**config.mk**
```make
export PLATFORM = sky130hd
export DESIGN_NAME = pse_seq
export DESIGN_NICKNAME = d
export VERILOG_FILES = /design/src/rtl/pse_seq_pkg.sv /design/src/rtl/pse_dwell_timer.sv /design/src/rtl/pse_led_blinker.sv /design/src/rtl/pse_seq.sv
export SDC_FILE = /design/constraint.sdc
export NUM_CORES = 1
export LEC_CHECK = 0
export CAP_MARGIN = 20
export CORE_ASPECT_RATIO = 1.75
export CORE_MARGIN = 8
export CORE_UTILIZATION = 39
export DETAILED_ROUTE_END_ITERATION = 16
export SYNTH_ARGS = -nofsm -noshare
export SYNTH_HDL_FRONTEND = slang
export SYNTH_SLANG_ARGS = --single-unit
```
**constraint.sdc**
```tcl
create_clock -name clk -period 5.95 [get_ports clk]
set_clock_uncertainty 0.2 [all_clocks]
set_input_delay 1.19 -clock clk [delete_from_list [all_inputs] [get_ports clk]]
set_output_delay 1.19 -clock clk [all_outputs]
set_load 0.01 [all_outputs]
```
**src/rtl/pse_seq_pkg.sv**
```systemverilog
package pse_seq_pkg;

    typedef enum logic [3:0] {
        ST_REST,
        ST_PROBE_A,
        ST_PROBE_B,
        ST_PROBE_C,
        ST_CLASS_A,
        ST_MARK,
        ST_CLASS_B,
        ST_DENY,
        ST_POWER
    } seq_state_t;

    typedef enum logic [1:0] {
        MODE_P15_NOCLS = 2'd0,
        MODE_P30_NOCLS = 2'd1,
        MODE_ONE_EVT   = 2'd2,
        MODE_TWO_EVT   = 2'd3
    } port_mode_t;

    typedef enum logic [1:0] {
        LED_SLOW = 2'd0,
        LED_FAST = 2'd1,
        LED_ON   = 2'd2
    } led_pat_t;

    localparam logic [2:0] VSET_ZERO     = 3'd0;
    localparam logic [2:0] VSET_PROBE_LO = 3'd1;
    localparam logic [2:0] VSET_PROBE_HI = 3'd2;
    localparam logic [2:0] VSET_MARK     = 3'd3;
    localparam logic [2:0] VSET_CLASS    = 3'd4;
    localparam logic [2:0] VSET_FULL     = 3'd5;

    localparam logic [1:0] ILIM_DETECT = 2'd0;
    localparam logic [1:0] ILIM_CLASS  = 2'd1;
    localparam logic [1:0] ILIM_PWR_LO = 2'd2;
    localparam logic [1:0] ILIM_PWR_HI = 2'd3;

endpackage

```
**src/rtl/pse_dwell_timer.sv**
```systemverilog
module pse_dwell_timer #(
    parameter int CNT_W = 11
) (
    input  logic             clk,
    input  logic             rst_n,
    input  logic             tick,
    input  logic             restart,
    output logic [CNT_W-1:0] dwell
);

    localparam logic [CNT_W-1:0] CNT_TOP = {CNT_W{1'b1}};

    always_ff @(posedge clk or negedge rst_n) begin
        if (!rst_n) begin
            dwell <= '0;
        end else if (restart) begin
            dwell <= '0;
        end else if (tick && dwell != CNT_TOP) begin
            dwell <= dwell + 1'b1;
        end
    end

    // the dwell count only moves on a tick or a restart
    AST_DWELL_TICK_ONLY: assert property (@(posedge clk) disable iff (!rst_n)
        (!tick && !restart) |=> $stable(dwell)) else $error("dwell moved without tick");

endmodule

```
**src/rtl/pse_led_blinker.sv**
```systemverilog
module pse_led_blinker
    import pse_seq_pkg::*;
#(
    parameter int SLOW_HALF = 333,
    parameter int FAST_HALF = 50
) (
    input  logic     clk,
    input  logic     rst_n,
    input  logic     tick,
    input  logic     restart,
    input  led_pat_t pat_next,
    output logic     led
);

    localparam int HALF_MAX = (SLOW_HALF > FAST_HALF) ? SLOW_HALF : FAST_HALF;
    localparam int CNT_W    = $clog2(HALF_MAX + 1);
    localparam logic [CNT_W-1:0] SLOW_LAST = CNT_W'(SLOW_HALF - 1);
    localparam logic [CNT_W-1:0] FAST_LAST = CNT_W'(FAST_HALF - 1);

    led_pat_t         pat_q;
    logic [CNT_W-1:0] half_cnt;
    logic [CNT_W-1:0] half_last;

    always_comb begin
        half_last = (pat_q == LED_FAST) ? FAST_LAST : SLOW_LAST;
    end

    always_ff @(posedge clk or negedge rst_n) begin
        if (!rst_n) begin
            pat_q    <= LED_SLOW;
            half_cnt <= '0;
            led      <= 1'b0;
        end else if (restart) begin
            pat_q    <= pat_next;
            half_cnt <= '0;
            led      <= (pat_next != LED_SLOW);   // fast starts on, R10 slow starts off
        end else if (tick && pat_q != LED_ON) begin
            if (half_cnt == half_last) begin
                half_cnt <= '0;
                led      <= ~led;
            end else begin
                half_cnt <= half_cnt + 1'b1;
            end
        end
    end

    AST_BLINK_IN_RANGE: assert property (@(posedge clk) disable iff (!rst_n)
        half_cnt <= SLOW_LAST || half_cnt <= FAST_LAST) else $error("blink count out of range");
    AST_STEADY_ON: assert property (@(posedge clk) disable iff (!rst_n)
        (pat_q == LED_ON && !restart) |=> led) else $error("steady LED dropped");

endmodule

```
**src/rtl/pse_seq.sv**
```systemverilog
module pse_seq
    import pse_seq_pkg::*;
#(
    parameter int SIG_W             = 10,
    parameter int CLASS_W           = 3,
    parameter int SIG_MIN           = 170,
    parameter int SIG_MAX           = 290,
    parameter int PERIOD_TICKS      = 360,
    parameter int PROBE_A_TICKS     = 20,
    parameter int PROBE_B_TICKS     = 20,
    parameter int PROBE_C_TICKS     = 50,
    parameter int CLASS_TICKS       = 30,
    parameter int MARK_TICKS        = 10,
    parameter int DENY_TICKS        = 2000,
    parameter int SEARCH_HALF_TICKS = 333,
    parameter int DENY_HALF_TICKS   = 50,
    parameter int ONE_EVT_MAX_CLASS = 3,
    parameter int TWO_EVT_MAX_CLASS = 4
) (
    input  logic               clk,
    input  logic               rst_n,
    input  logic               tick,
    input  logic [1:0]         mode_i,
    input  logic [SIG_W-1:0]   sig_i,
    input  logic [CLASS_W-1:0] class_i,
    input  logic               drop_pwr_i,
    output logic [2:0]         vset_o,
    output logic [1:0]         ilim_o,
    output logic               led_o
);

    localparam int REST_TICKS = PERIOD_TICKS - PROBE_A_TICKS - PROBE_B_TICKS - PROBE_C_TICKS;
    localparam int MAX_AB     = (PROBE_A_TICKS > PROBE_B_TICKS) ? PROBE_A_TICKS : PROBE_B_TICKS;
    localparam int MAX_CM     = (CLASS_TICKS > MARK_TICKS) ? CLASS_TICKS : MARK_TICKS;
    localparam int MAX_RC     = (REST_TICKS > PROBE_C_TICKS) ? REST_TICKS : PROBE_C_TICKS;
    localparam int MAX_1      = (MAX_AB > MAX_CM) ? MAX_AB : MAX_CM;
    localparam int MAX_2      = (MAX_RC > DENY_TICKS) ? MAX_RC : DENY_TICKS;
    localparam int DUR_MAX    = (MAX_1 > MAX_2) ? MAX_1 : MAX_2;
    localparam int DUR_W      = $clog2(DUR_MAX + 1);

    localparam logic [SIG_W-1:0]   SIG_LO  = SIG_W'(SIG_MIN);
    localparam logic [SIG_W-1:0]   SIG_HI  = SIG_W'(SIG_MAX);
    localparam logic [CLASS_W-1:0] CLS_ONE = CLASS_W'(ONE_EVT_MAX_CLASS);
    localparam logic [CLASS_W-1:0] CLS_TWO = CLASS_W'(TWO_EVT_MAX_CLASS);

    seq_state_t       state_q;
    seq_state_t       state_d;
    port_mode_t       mode_q;
    logic [DUR_W-1:0] dwell;
    logic [DUR_W-1:0] dur_last;
    logic             at_end;
    logic             sig_ok;
    logic             class_ok;
    logic             restart;
    led_pat_t         pat_cur;
    led_pat_t         pat_nxt;
    logic             pat_restart;

    // operating mode captured only while reset is held
    always_ff @(posedge clk) begin
        if (!rst_n) begin
            mode_q <= port_mode_t'(mode_i);
        end
    end

    // state register
    always_ff @(posedge clk or negedge rst_n) begin
        if (!rst_n) begin
            state_q <= ST_REST;
        end else begin
            state_q <= state_d;
        end
    end

    // dwell length of each timed state (last tick index)
    always_comb begin
        unique case (state_q)
            ST_REST:    dur_last = DUR_W'(REST_TICKS - 1);
            ST_PROBE_A: dur_last = DUR_W'(PROBE_A_TICKS - 1);
            ST_PROBE_B: dur_last = DUR_W'(PROBE_B_TICKS - 1);
            ST_PROBE_C: dur_last = DUR_W'(PROBE_C_TICKS - 1);
            ST_CLASS_A: dur_last = DUR_W'(CLASS_TICKS - 1);
            ST_MARK:    dur_last = DUR_W'(MARK_TICKS - 1);
            ST_CLASS_B: dur_last = DUR_W'(CLASS_TICKS - 1);
            ST_DENY:    dur_last = DUR_W'(DENY_TICKS - 1);
            default:    dur_last = DUR_W'(DUR_MAX);
        endcase
    end

    always_comb begin
        at_end   = tick && (dwell == dur_last);
        sig_ok   = (sig_i >= SIG_LO) && (sig_i <= SIG_HI);
        class_ok = (mode_q == MODE_TWO_EVT) ? (class_i <= CLS_TWO)
                                            : (class_i <= CLS_ONE);
    end

    // next-state logic
    always_comb begin
        state_d = state_q;
        unique case (state_q)
            ST_REST:    if (at_end) state_d = ST_PROBE_A;
            ST_PROBE_A: if (at_end) state_d = ST_PROBE_B;
            ST_PROBE_B: if (at_end) state_d = ST_PROBE_C;
            ST_PROBE_C: begin
                if (at_end) begin
                    if (!sig_ok) begin
                        state_d = ST_REST;
                    end else begin
                        unique case (mode_q)
                            MODE_P15_NOCLS,
                            MODE_P30_NOCLS: state_d = ST_POWER;
                            MODE_ONE_EVT:   state_d = ST_CLASS_B;
                            MODE_TWO_EVT:   state_d = ST_CLASS_A;
                            default:        state_d = ST_REST;
                        endcase
                    end
                end
            end
            ST_CLASS_A: if (at_end) state_d = ST_MARK;
            ST_MARK:    if (at_end) state_d = ST_CLASS_B;
            ST_CLASS_B: if (at_end) state_d = class_ok ? ST_POWER : ST_DENY;
            ST_DENY:    if (at_end) state_d = ST_REST;
            ST_POWER:   if (drop_pwr_i) state_d = ST_REST;
            default:    state_d = ST_REST;
        endcase
    end

    function automatic led_pat_t pat_of(input seq_state_t s);
        unique case (s)
            ST_DENY:  return LED_FAST;
            ST_POWER: return LED_ON;
            default:  return LED_SLOW;
        endcase
    endfunction

    // outputs decoded from the state register
    always_comb begin
        vset_o = VSET_ZERO;
        ilim_o = ILIM_DETECT;
        unique case (state_q)
            ST_REST, ST_DENY: begin
                vset_o = VSET_ZERO;
                ilim_o = ILIM_DETECT;
            end
            ST_PROBE_A, ST_PROBE_C: begin
                vset_o = VSET_PROBE_LO;
                ilim_o = ILIM_DETECT;
            end
            ST_PROBE_B: begin
                vset_o = VSET_PROBE_HI;
                ilim_o = ILIM_DETECT;
            end
            ST_CLASS_A, ST_CLASS_B: begin
                vset_o = VSET_CLASS;
                ilim_o = ILIM_CLASS;
            end
            ST_MARK: begin
                vset_o = VSET_MARK;
                ilim_o = ILIM_CLASS;
            end
            ST_POWER: begin
                vset_o = VSET_FULL;
                ilim_o = (mode_q == MODE_P30_NOCLS || mode_q == MODE_TWO_EVT)
                         ? ILIM_PWR_HI : ILIM_PWR_LO;
            end
            default: begin
                vset_o = VSET_ZERO;
                ilim_o = ILIM_DETECT;
            end
        endcase
        restart     = (state_d != state_q);
        pat_cur     = pat_of(state_q);
        pat_nxt     = pat_of(state_d);
        pat_restart = (pat_nxt != pat_cur);
    end

    pse_dwell_timer #(
        .CNT_W (DUR_W)
    ) timer_i (
        .clk     (clk),
        .rst_n   (rst_n),
        .tick    (tick),
        .restart (restart),
        .dwell   (dwell)
    );

    pse_led_blinker #(
        .SLOW_HALF (SEARCH_HALF_TICKS),
        .FAST_HALF (DENY_HALF_TICKS)
    ) blink_i (
        .clk      (clk),
        .rst_n    (rst_n),
        .tick     (tick),
        .restart  (pat_restart),
        .pat_next (pat_nxt),
        .led      (led_o)
    );

    AST_MODE_FROZEN: assert property (@(posedge clk) disable iff (!rst_n)
        rst_n |=> $stable(mode_q)) else $error("mode changed after reset");
    AST_HOLD_NO_TICK: assert property (@(posedge clk) disable iff (!rst_n)
        (!tick && !drop_pwr_i) |=> $stable(vset_o)) else $error("setpoint moved without tick");
    AST_NO_CLASS_SKIP: assert property (@(posedge clk) disable iff (!rst_n)
        (mode_q == MODE_P15_NOCLS || mode_q == MODE_P30_NOCLS)
        |-> (vset_o != VSET_CLASS && vset_o != VSET_MARK)) else $error("class pulse in skip mode");
    AST_MARK_EXIT: assert property (@(posedge clk) disable iff (!rst_n)
        (vset_o == VSET_MARK) |=> (vset_o == VSET_MARK || vset_o == VSET_CLASS)) else $error("mark not followed by class pulse");
    AST_POWER_LED: assert property (@(posedge clk) disable iff (!rst_n)
        (vset_o == VSET_FULL) |-> led_o) else $error("LED off while powered");
    AST_DENY_ENTRY: assert property (@(posedge clk) disable iff (!rst_n)
        (state_q == ST_DENY && $past(state_q) != ST_DENY) |-> ($past(state_q) == ST_CLASS_B)) else $error("denial not from class pulse");

endmodule

```
After elaboration in Yosys (flattened, before gate mapping):

Memories as Yosys holds them, arrays and structs flattened.
Index checks and enable logic that the tools add are counted.

* bits in registers: 29
* memory bits (read-only): 80
* output and inout port bits: 6
* logic and storage cells: 79
* memories: 1

Memories
* (no name shown): words 8, width 10, read ports 1, clocked after Yosys merged registers in 0, write ports 0, RTL line pse_seq.sv:77 `unique case (state_q)`

* add/sub/neg operators: 2
* $lt $le $gt $ge: 4
* equal/unequal tests: 20
* mux-type cells: 29
* bitwise operators: 1
* reduce and logical (&&, ||, !) cells: 16

Operators with widths (number)
* $mux 4: 11
* $mux 9: 4
* $pmux 4 s9: 1
* $mux 11: 3
* $eq 4x3->1 const B: 5
* $pmux 3 s5: 1
* $pmux 2 s2: 3
* $pmux 4 s3: 1
* $add 11x1->11 const B: 1
* $eq 11x11->1: 1
* $ne 11x11->1 const B: 1
* $ge 10x8->1 const B: 1
* $le 10x9->1 const B: 1
* $add 9x1->9 const B: 1
* $eq 9x9->1: 1
* $eq 4x2->1 const B: 2
* $eq 4x4->1 const B: 2
* $reduce_bool 2->1: 4
* $reduce_or 2->1: 3
* $mux 1: 5
* $eq 2x1->1 const B: 2
* $eq 2x2->1 const B: 2
* $eq 4x1->1 const B: 1
* $logic_and 1x1->1: 4
* 11 further kinds: 11

Longest topological paths before layout:

Gate-level depths: netlist of the first run.

* word-level depth: 11
* gate-level depth with buffers: 14

Cells and area by module:

A second synthesis of the first run with hierarchy kept.

* cell total of the unflattened synthesis: 273
* area, all modules: 2423.6 um^2

Modules (own cells, without submodules)
* pse_seq: instances 1, cells an instance 130, area each 1026.0 um^2
* pse_led_blinker: instances 1, cells an instance 85, area each 779.5 um^2
* pse_dwell_timer: instances 1, cells an instance 58, area each 618.1 um^2

Least setup slack after synthesis of the first run:

OpenSTA, ideal clock, no wires.

* path type: reg2reg
* from: register state_q[0]
* to: register blink_i.led
* library setup time: 0.121 ns
* data arrival time: 3.349 ns
* required time: 5.629 ns
* slack: 2.280 ns
* stages on the path, launching flop included: 13
* path buffers: 1
* cells stage by stage: dfrtp_1 inv_1 ha_1 buf_6 or4b_4 a21oi_2 o22ai_2 nor4b_4 mux2i_1 clkinv_2 o41ai_2 o21ai_2 o22a_1

* cells in the longest elaborated chain, start to end: 11

Ends and longest elaborated chain
* from (decl): RTL line pse_seq.sv:46 `seq_state_t state_q;`
* from (signal assigned): RTL line pse_seq.sv:71 `state_q <= state_d;`
* $mem_v2 8x10
* $mux 11: RTL line pse_seq.sv:77
* $eq 11x11->1: RTL line pse_seq.sv:91 `at_end = tick && (dwell == dur_last);`
* $logic_and 1x1->1: RTL line pse_seq.sv:91
* $mux 4 (tied with other cells): RTL line pse_seq.sv:122 `ST_DENY: if (at_end) state_d = ST_REST;`
* $pmux 4 s9 *: RTL line pse_seq.sv:100 `unique case (state_q)`
* net state_d[0]: RTL line pse_seq.sv:47 `seq_state_t state_d;`
* $eq 4x4->1 or $eq 4x3->1 (tied branches): RTL line pse_seq.sv:129 `unique case (s)`
* $pmux 2 s2 *: RTL line pse_seq.sv:129
* $ne 2x2->1: RTL line pse_seq.sv:174 `pat_restart = (pat_nxt != pat_cur);`
* $reduce_bool 2->1 (no line)
* $reduce_and 2->1 (no line)
* to (signal assigned): RTL line pse_led_blinker.sv:36 `led <= (pat_next != LED_SLOW);`
* to (signal assigned): RTL line pse_led_blinker.sv:40 `led <= ~led;`
* to (decl): RTL line pse_led_blinker.sv:12 `output logic led`

The timed path passes the listed nets; every way through them passes the cells marked *.
A chain may end at the register's enable or synchronous reset.

Worst setup path after layout of the first run:

* from: register state_q[1]
* to: register blink_i.led

Same word-level chain as after synthesis.

==> out/metrics.csv, run 1 <==
metric;value;unit
status;finished clean;
die span in x;74.4;um
routed wire length;5850;um
Tcrit/Tclk final;74.4;%
Seq/Total Area, Yosys;31.6;%
Total Routing Usage GR;14.4;%
area delta synth->final;15.9;%
DPL Wire Length;4510;um
final design utilization;46.2;%
pre-CTS WS;1.31;ns
total number of vias;2101;
largest net degree at the start of global routing;29;
worst path cell trace;inv_1 -> ha_1 -> or4b_4 -> a21oi_2 -> o22ai_2 -> nor4b_4 -> mux2i_1 -> clkinv_2 -> o41ai_2 -> o21ai_2 -> o22a_1;
final setup violation count;0;
max frequency;226;MHz
WP data required;5.91;ns
routed length per instance;15.6;um
RSZ-0062 raised after global routing;no;
register bit total from synthesis;29;
Min-Delay Path Class;reg -> reg;
Initial Util;39.9;%
setup TNS;0;ns
# port buffers;24;
Max-Cap Viols;0;
post_cts resized;0;
Ports;25;
Final #Nets;324;
Remaining DRCs;0;
delay-heaviest family, CP;simple AND/OR/NAND/NOR gates;
# hold bufs at CTS;0;
Tot Pwr;0.000766;W
LEAKAGE;1.08;nW
vias in the first global route;2272;
most common cell after layout, fill and taps aside;nor2_1;
Cell variety after synth;67;
Synth Warn #;0;
n_diodes;0;
maximum VDD drop;183;uV
Mean Syn Cell Area;8.42;um2
H-Tree Level Count;2;
WS Path Type;reg -> reg;
ys async rst share;93.1;%
Max Slew Vio Count;0;
pwr/cell area;284;nW/um2
# rows;37;
CTS Buffer Depth;2;
core area;5830;um2
CTS sink count;29;
syn nets;302;
CTS tree;yes;
root buffer cell;clkbuf_8;
Final Hold Fails;0;
Setup WS post-layout;1.52;ns
CP max-delay cell;or4b_4;
share of layout cells above drive strength 1;12.8;%
r2r setup slk;1.52;ns
die extent in y;118;um
Mapped Cells;276;
Worst Path Arrival;4.39;ns
commonest cells after routing, fill and taps aside;nor2_1 (30), dfrtp_1 (27), clkdlybuf4s50_1 (24);
CP max FO;13;
die area;8780;um2
crit path buf inv count;2;
Worst path max stage delay;0.60;ns
DRT antenna net count;0;
global placement routability congestion;0.842;
routed vias/inst;5.59;
global-route wire length before repair;10200;um
top_reg_cell synth;dfrtp_1;
Setup Buffers After CTS;0;
crit path launch type;flop;
Reg clk slew, reported paths;0.06;ns
number of synthesized flops with an enable pin;2;
CTS buffer count;5;
worst slew pin tran;0.812;ns
gr ovfl total;0;
synthesized area;2320;um2
Critical Path End Type;flop;
Slew HR;45.9;%
Min Clock Period, post-route;4.43;ns
DRT Pass-1 Iters;5;
initial antenna violation count;0;
drt initial violations;91;
worst-skew pair later-pin latency;0.27;ns
-- tightest hold or removal path, stage by stage (launching register included) --
cell	delay, ns
dfrtp_1	0.34
inv_1	0.07
o21ai_2	0.12
-- kinds of logic (layout without fill, tap and decap cells) --
kind of cell / after synthesis / after routing / synth area share, %
compound gates: 72 / 72 / 21.4
xor+xnor: 12 / 12 / 4.52
fa+ha+maj: 7 / 7 / 3.77
buf+inv: 25 / 47 / 5.11
flops: 29 / 29 / 31.6
mux: 8 / 8 / 3.55
simple gates: 123 / 123 / 30.0
-- cells in the mapped netlist (all sizes together) (2+ instances only) --
cell type	n	area share, %
nor4b	2	1.4
a31oi	2	0.54
nor3b	3	1.2
nand3b	2	0.65
a211oi	2	0.65
mux2	2	0.97
xor2	7	2.6
o21ai	19	4.4
dfrtp	27	29
or2	2	0.54
a21boi	4	1.3
o211ai	2	0.65
or2b	3	0.97
nand2b	6	1.6
or4b	2	1.0
o22ai	3	1.1
nor2b	5	1.3
clkbuf	2	0.32
and4	2	0.75
mux2i	6	2.6
o41ai	2	1.1
nor2	36	6.5
edfxtp	2	2.6
a21oi	21	5.2
nand2	14	2.3
inv	14	2.3
nor4	6	1.6
nand3	12	2.8
xnor2	5	1.9
o31ai	3	1.2
a21o	4	1.4
buf	8	2.3
nor3	10	2.2
ha	7	3.8
or3	5	1.3
nand4	9	2.4
-- area by class of cell --
| type | count | area [um2] |
|---|---|---|
| Sequential cell | 29 | 736 |
| Fill cell | 622 | 3140 |
| Clock buffer | 7 | 86.3 |
| Timing Repair Buffer | 25 | 248 |
| Multi-Input combinational cell | 222 | 1470 |
| Inverter | 15 | 57.6 |
| Tap cell | 78 | 97.6 |
-- flip-flops by register name, indices dropped and copies added, names as in the netlist --
signal            cells
timer_i.dwell        11
blink_i.half_cnt      9
state_q               4
blink_i.pat_q         2
mode_q                2
blink_i.led           1
-- routing by layer --
layer / wire length, um / track usage (%) / up-vias
met2: 3190 / 26.3 / 50
met4: 223 / 8.02 / 0
met5: 0 / 0 / -
met1: 2180 / 14.1 / 990
met3: 249 / 2.54 / 15
li1: - / - / 1046
-- path summary, 6_finish.rpt --
kind,depth (start not counted),end,from
worst max-delay path,11,blink_i.led,state_q[1]
worst min-delay path,2,blink_i.pat_q[0],blink_i.pat_q[0]
worst max register to register,11,blink_i.led,state_q[1]
worst min register to register,2,blink_i.pat_q[0],blink_i.pat_q[0]
max in group asynchronous,2,blink_i.half_cnt[2],rst_n
min in group asynchronous,2,timer_i.dwell[2],rst_n
-- power breakdown --
| part | switching, W | internal (W) | leakage [nW] | total (W) |
|---|---|---|---|---|
| clock network | 0.0000711 | 0.0000916 | 0.0443 | 0.000163 |
| registers | 0.0000541 | 0.000234 | 0.369 | 0.000288 |
| logic | 0.000185 | 0.000130 | 0.665 | 0.000315 |
-- metrics by stage --
step,hold WS (ns),instances,instance area (um2)
6_report,0.359,376,2700
3_5_place_dp,0.348,369,2610
3_3_place_gp,0.328,369,2610
2_1_floorplan,0.300,276,2320
5_1_grt,0.386,376,2700
4_1_cts,0.361,376,2700
Note: power is estimated with default switching activity, not from simulation.
==> run 2, diff against run 1 <==
- clock period: 5.95 -> 4.3 ns (I/O delays scaled with it)
==> run 2 against run 1 <==
Effect of this change:
- final area rose by 2.0%
- fmax rose by 12%
- worst hold slack got worse by 0.0099 ns
- largest power group unchanged
- largest cell class unchanged
- register-to-register slack got worse by 1.2 ns
==> out/metrics.csv, run 2 (synthesis results as in run 1) <==
metric;value;unit;change
Setup WS post-layout;0.354;ns;-1.17 ns
crit path launch type;flop;;
Max-Cap Viols;0;;unchanged
Remaining DRCs;0;;unchanged
initial antenna violation count;0;;unchanged
Final Hold Fails;0;;unchanged
# port buffers;24;;unchanged
gr ovfl total;0;;unchanged
WS Path Type;reg -> reg;;
Total Routing Usage GR;14.5;%;+0.18 points
Final #Nets;331;;+2.2%
DRT Pass-1 Iters;4;;-1
Ports;25;;unchanged
WP data required;4.32;ns;-1.59 ns
Slew HR;49.1;%;+3.2 points
Reg with most FFs;timer_i.dwell;;
FF-to-FF Start;state_q[1];;
Max Slew Vio Count;0;;unchanged
setup TNS;0;ns;unchanged
area delta synth->final;18.2;%;
global placement routability congestion;0.953;;+13%
pre-CTS WS;0.241;ns;-1.06 ns
Min Clock Period, post-route;3.95;ns;-0.481 ns
DRT antenna net count;0;;unchanged
Initial Util;39.9;%;unchanged
r2r setup slk;0.35;ns;-1.17 ns
Top Registers;timer_i.dwell: 11 flops, blink_i.half_cnt: 9 flops, state_q: 4 flops;;
n_diodes;0;;unchanged
routed length per instance;15.9;um;+2.0%
global-route wire length before repair;10100;um;-1.4%
Finished Layout Cells;383;;+1.9%
Min-Delay Path Class;reg -> reg;;
drt initial violations;89;;-2.2%
final setup violation count;0;;unchanged
hold endpoint;timer_i.dwell[10];;
Reg clk slew, reported paths;0.06;ns;about the same
min-delay src;timer_i.dwell[10];;
CTS tree;yes;;
routed wire length;6070;um;+3.9%
maximum VDD drop;286;uV;+56%
share of layout cells above drive strength 1;14.8;%;+2.0 points
final design utilization;47.1;%;+0.90 points
core area;5830;um2;unchanged
most common cell after layout, fill and taps aside;nor2_1;;
commonest cells after routing, fill and taps aside;nor2_1 (30), dfrtp_1 (27), clkdlybuf4s50_1 (24);;
post_cts resized;0;;unchanged
CTS buffer count;5;;unchanged
CP max FO;12;;-1
pwr/cell area;401;nW/um2;+41%
max reg flops;11;;unchanged
worst hold stages;2;;unchanged
largest net degree at the start of global routing;29;;unchanged
die extent in y;118;um;unchanged
status;finished clean;;
H-Tree Level Count;2;;unchanged
die area;8780;um2;unchanged
CTS sink count;29;;unchanged
root buffer cell;clkbuf_8;;
# hold bufs at CTS;0;;unchanged
filler cell count;606;;-2.6%
routed vias/inst;5.73;;+2.6%
max frequency;253;MHz;+12%
die span in x;74.4;um;unchanged
total number of vias;2195;;+4.5%
LEAKAGE;1.11;nW;+3.3%
Tcrit/Tclk final;91.8;%;+17 points
path depth of the worst reg2reg path;12;;+1
DPL Wire Length;4770;um;+5.8%
worst-skew pair later-pin latency;0.28;ns;about the same
# rows;37;;unchanged
# placed instances;376;;+1.9%
CTS Buffer Depth;2;;unchanged
worst slew pin tran;0.763;ns;-0.0488 ns
Hold WS;0.349;ns;-0.00988 ns
vias in the first global route;2125;;-6.5%
Critical Path End Type;flop;;
reg-to-reg endpoint;blink_i.led;;
RSZ-0062 raised after global routing;no;;
Worst Path Arrival;3.97;ns;-0.42 ns
Setup Buffers After CTS;0;;unchanged
-- run 2: how the worst max path moves through the flow --
stage	slack (ns)	startpoint	cells after the start	end
2_1_floorplan	0.63	state_q[0]	12	blink_i.led
3_3_place_gp	0.31	sig_i[9]	9	blink_i.led
3_5_place_dp	0.24	sig_i[9]	9	blink_i.led
4_1_cts	0.36	state_q[1]	12	blink_i.led
5_1_grt	0.20	state_q[1]	12	blink_i.led
6_report	0.35	state_q[1]	12	blink_i.led
-- run 2: final cells by class --
class                           instances  area (um2)  share of cell area [%]
Multi-Input combinational cell        222        1470                    53.5
Sequential cell                        29         736                    26.8
Timing Repair Buffer                   32         300                    10.9
Tap cell                               78        97.6                    3.55
Clock buffer                            7        86.3                    3.14
Inverter                               15        57.6                    2.09
-- run 2: where the power goes --
part           switching (W)  leakage [nW]  internal [W]
clock network       0.000104        0.0443      0.000127
registers          0.0000708         0.369      0.000324
logic               0.000275         0.700      0.000199
total               0.000450          1.11      0.000650
-- run 2: through the flow --
step | total power, W | area, um2
3_5_place_dp | 0.000876 | 2660
5_1_grt | 0.00119 | 2750
4_1_cts | 0.00111 | 2750
6_report | 0.00110 | 2750
3_3_place_gp | 0.000869 | 2660
2_1_floorplan | 0.000719 | 2320
-- run 2: metal layers --
metal / track usage (%) / vias to the layer above / wire length [um]
li1: - / 1066 / -
met1: 13.9 / 1051 / 2280
met2: 26.6 / 58 / 3280
met3: 3.13 / 20 / 269
met4: 8.52 / 0 / 236
met5: 0 / - / 0
-- run 2: worst max-delay path: stages (launching register included) --
cell and delay (ns):
dfrtp_1 0.47, inv_1 0.19, ha_1 0.27, or4b_4 0.56
a21oi_2 0.14, o22ai_2 0.09, nor4b_4 0.32, mux2i_1 0.40
buf_4 0.20, a21o_2 0.12, o41ai_2 0.06, o21ai_2 0.60
o22a_1 0.25
==> run 3, diff against run 2 <==
- SETUP_SLACK_MARGIN: not set -> 0.02
==> results of run 3 <==
Final layout, timing and power as in run 2 (identical DEF).
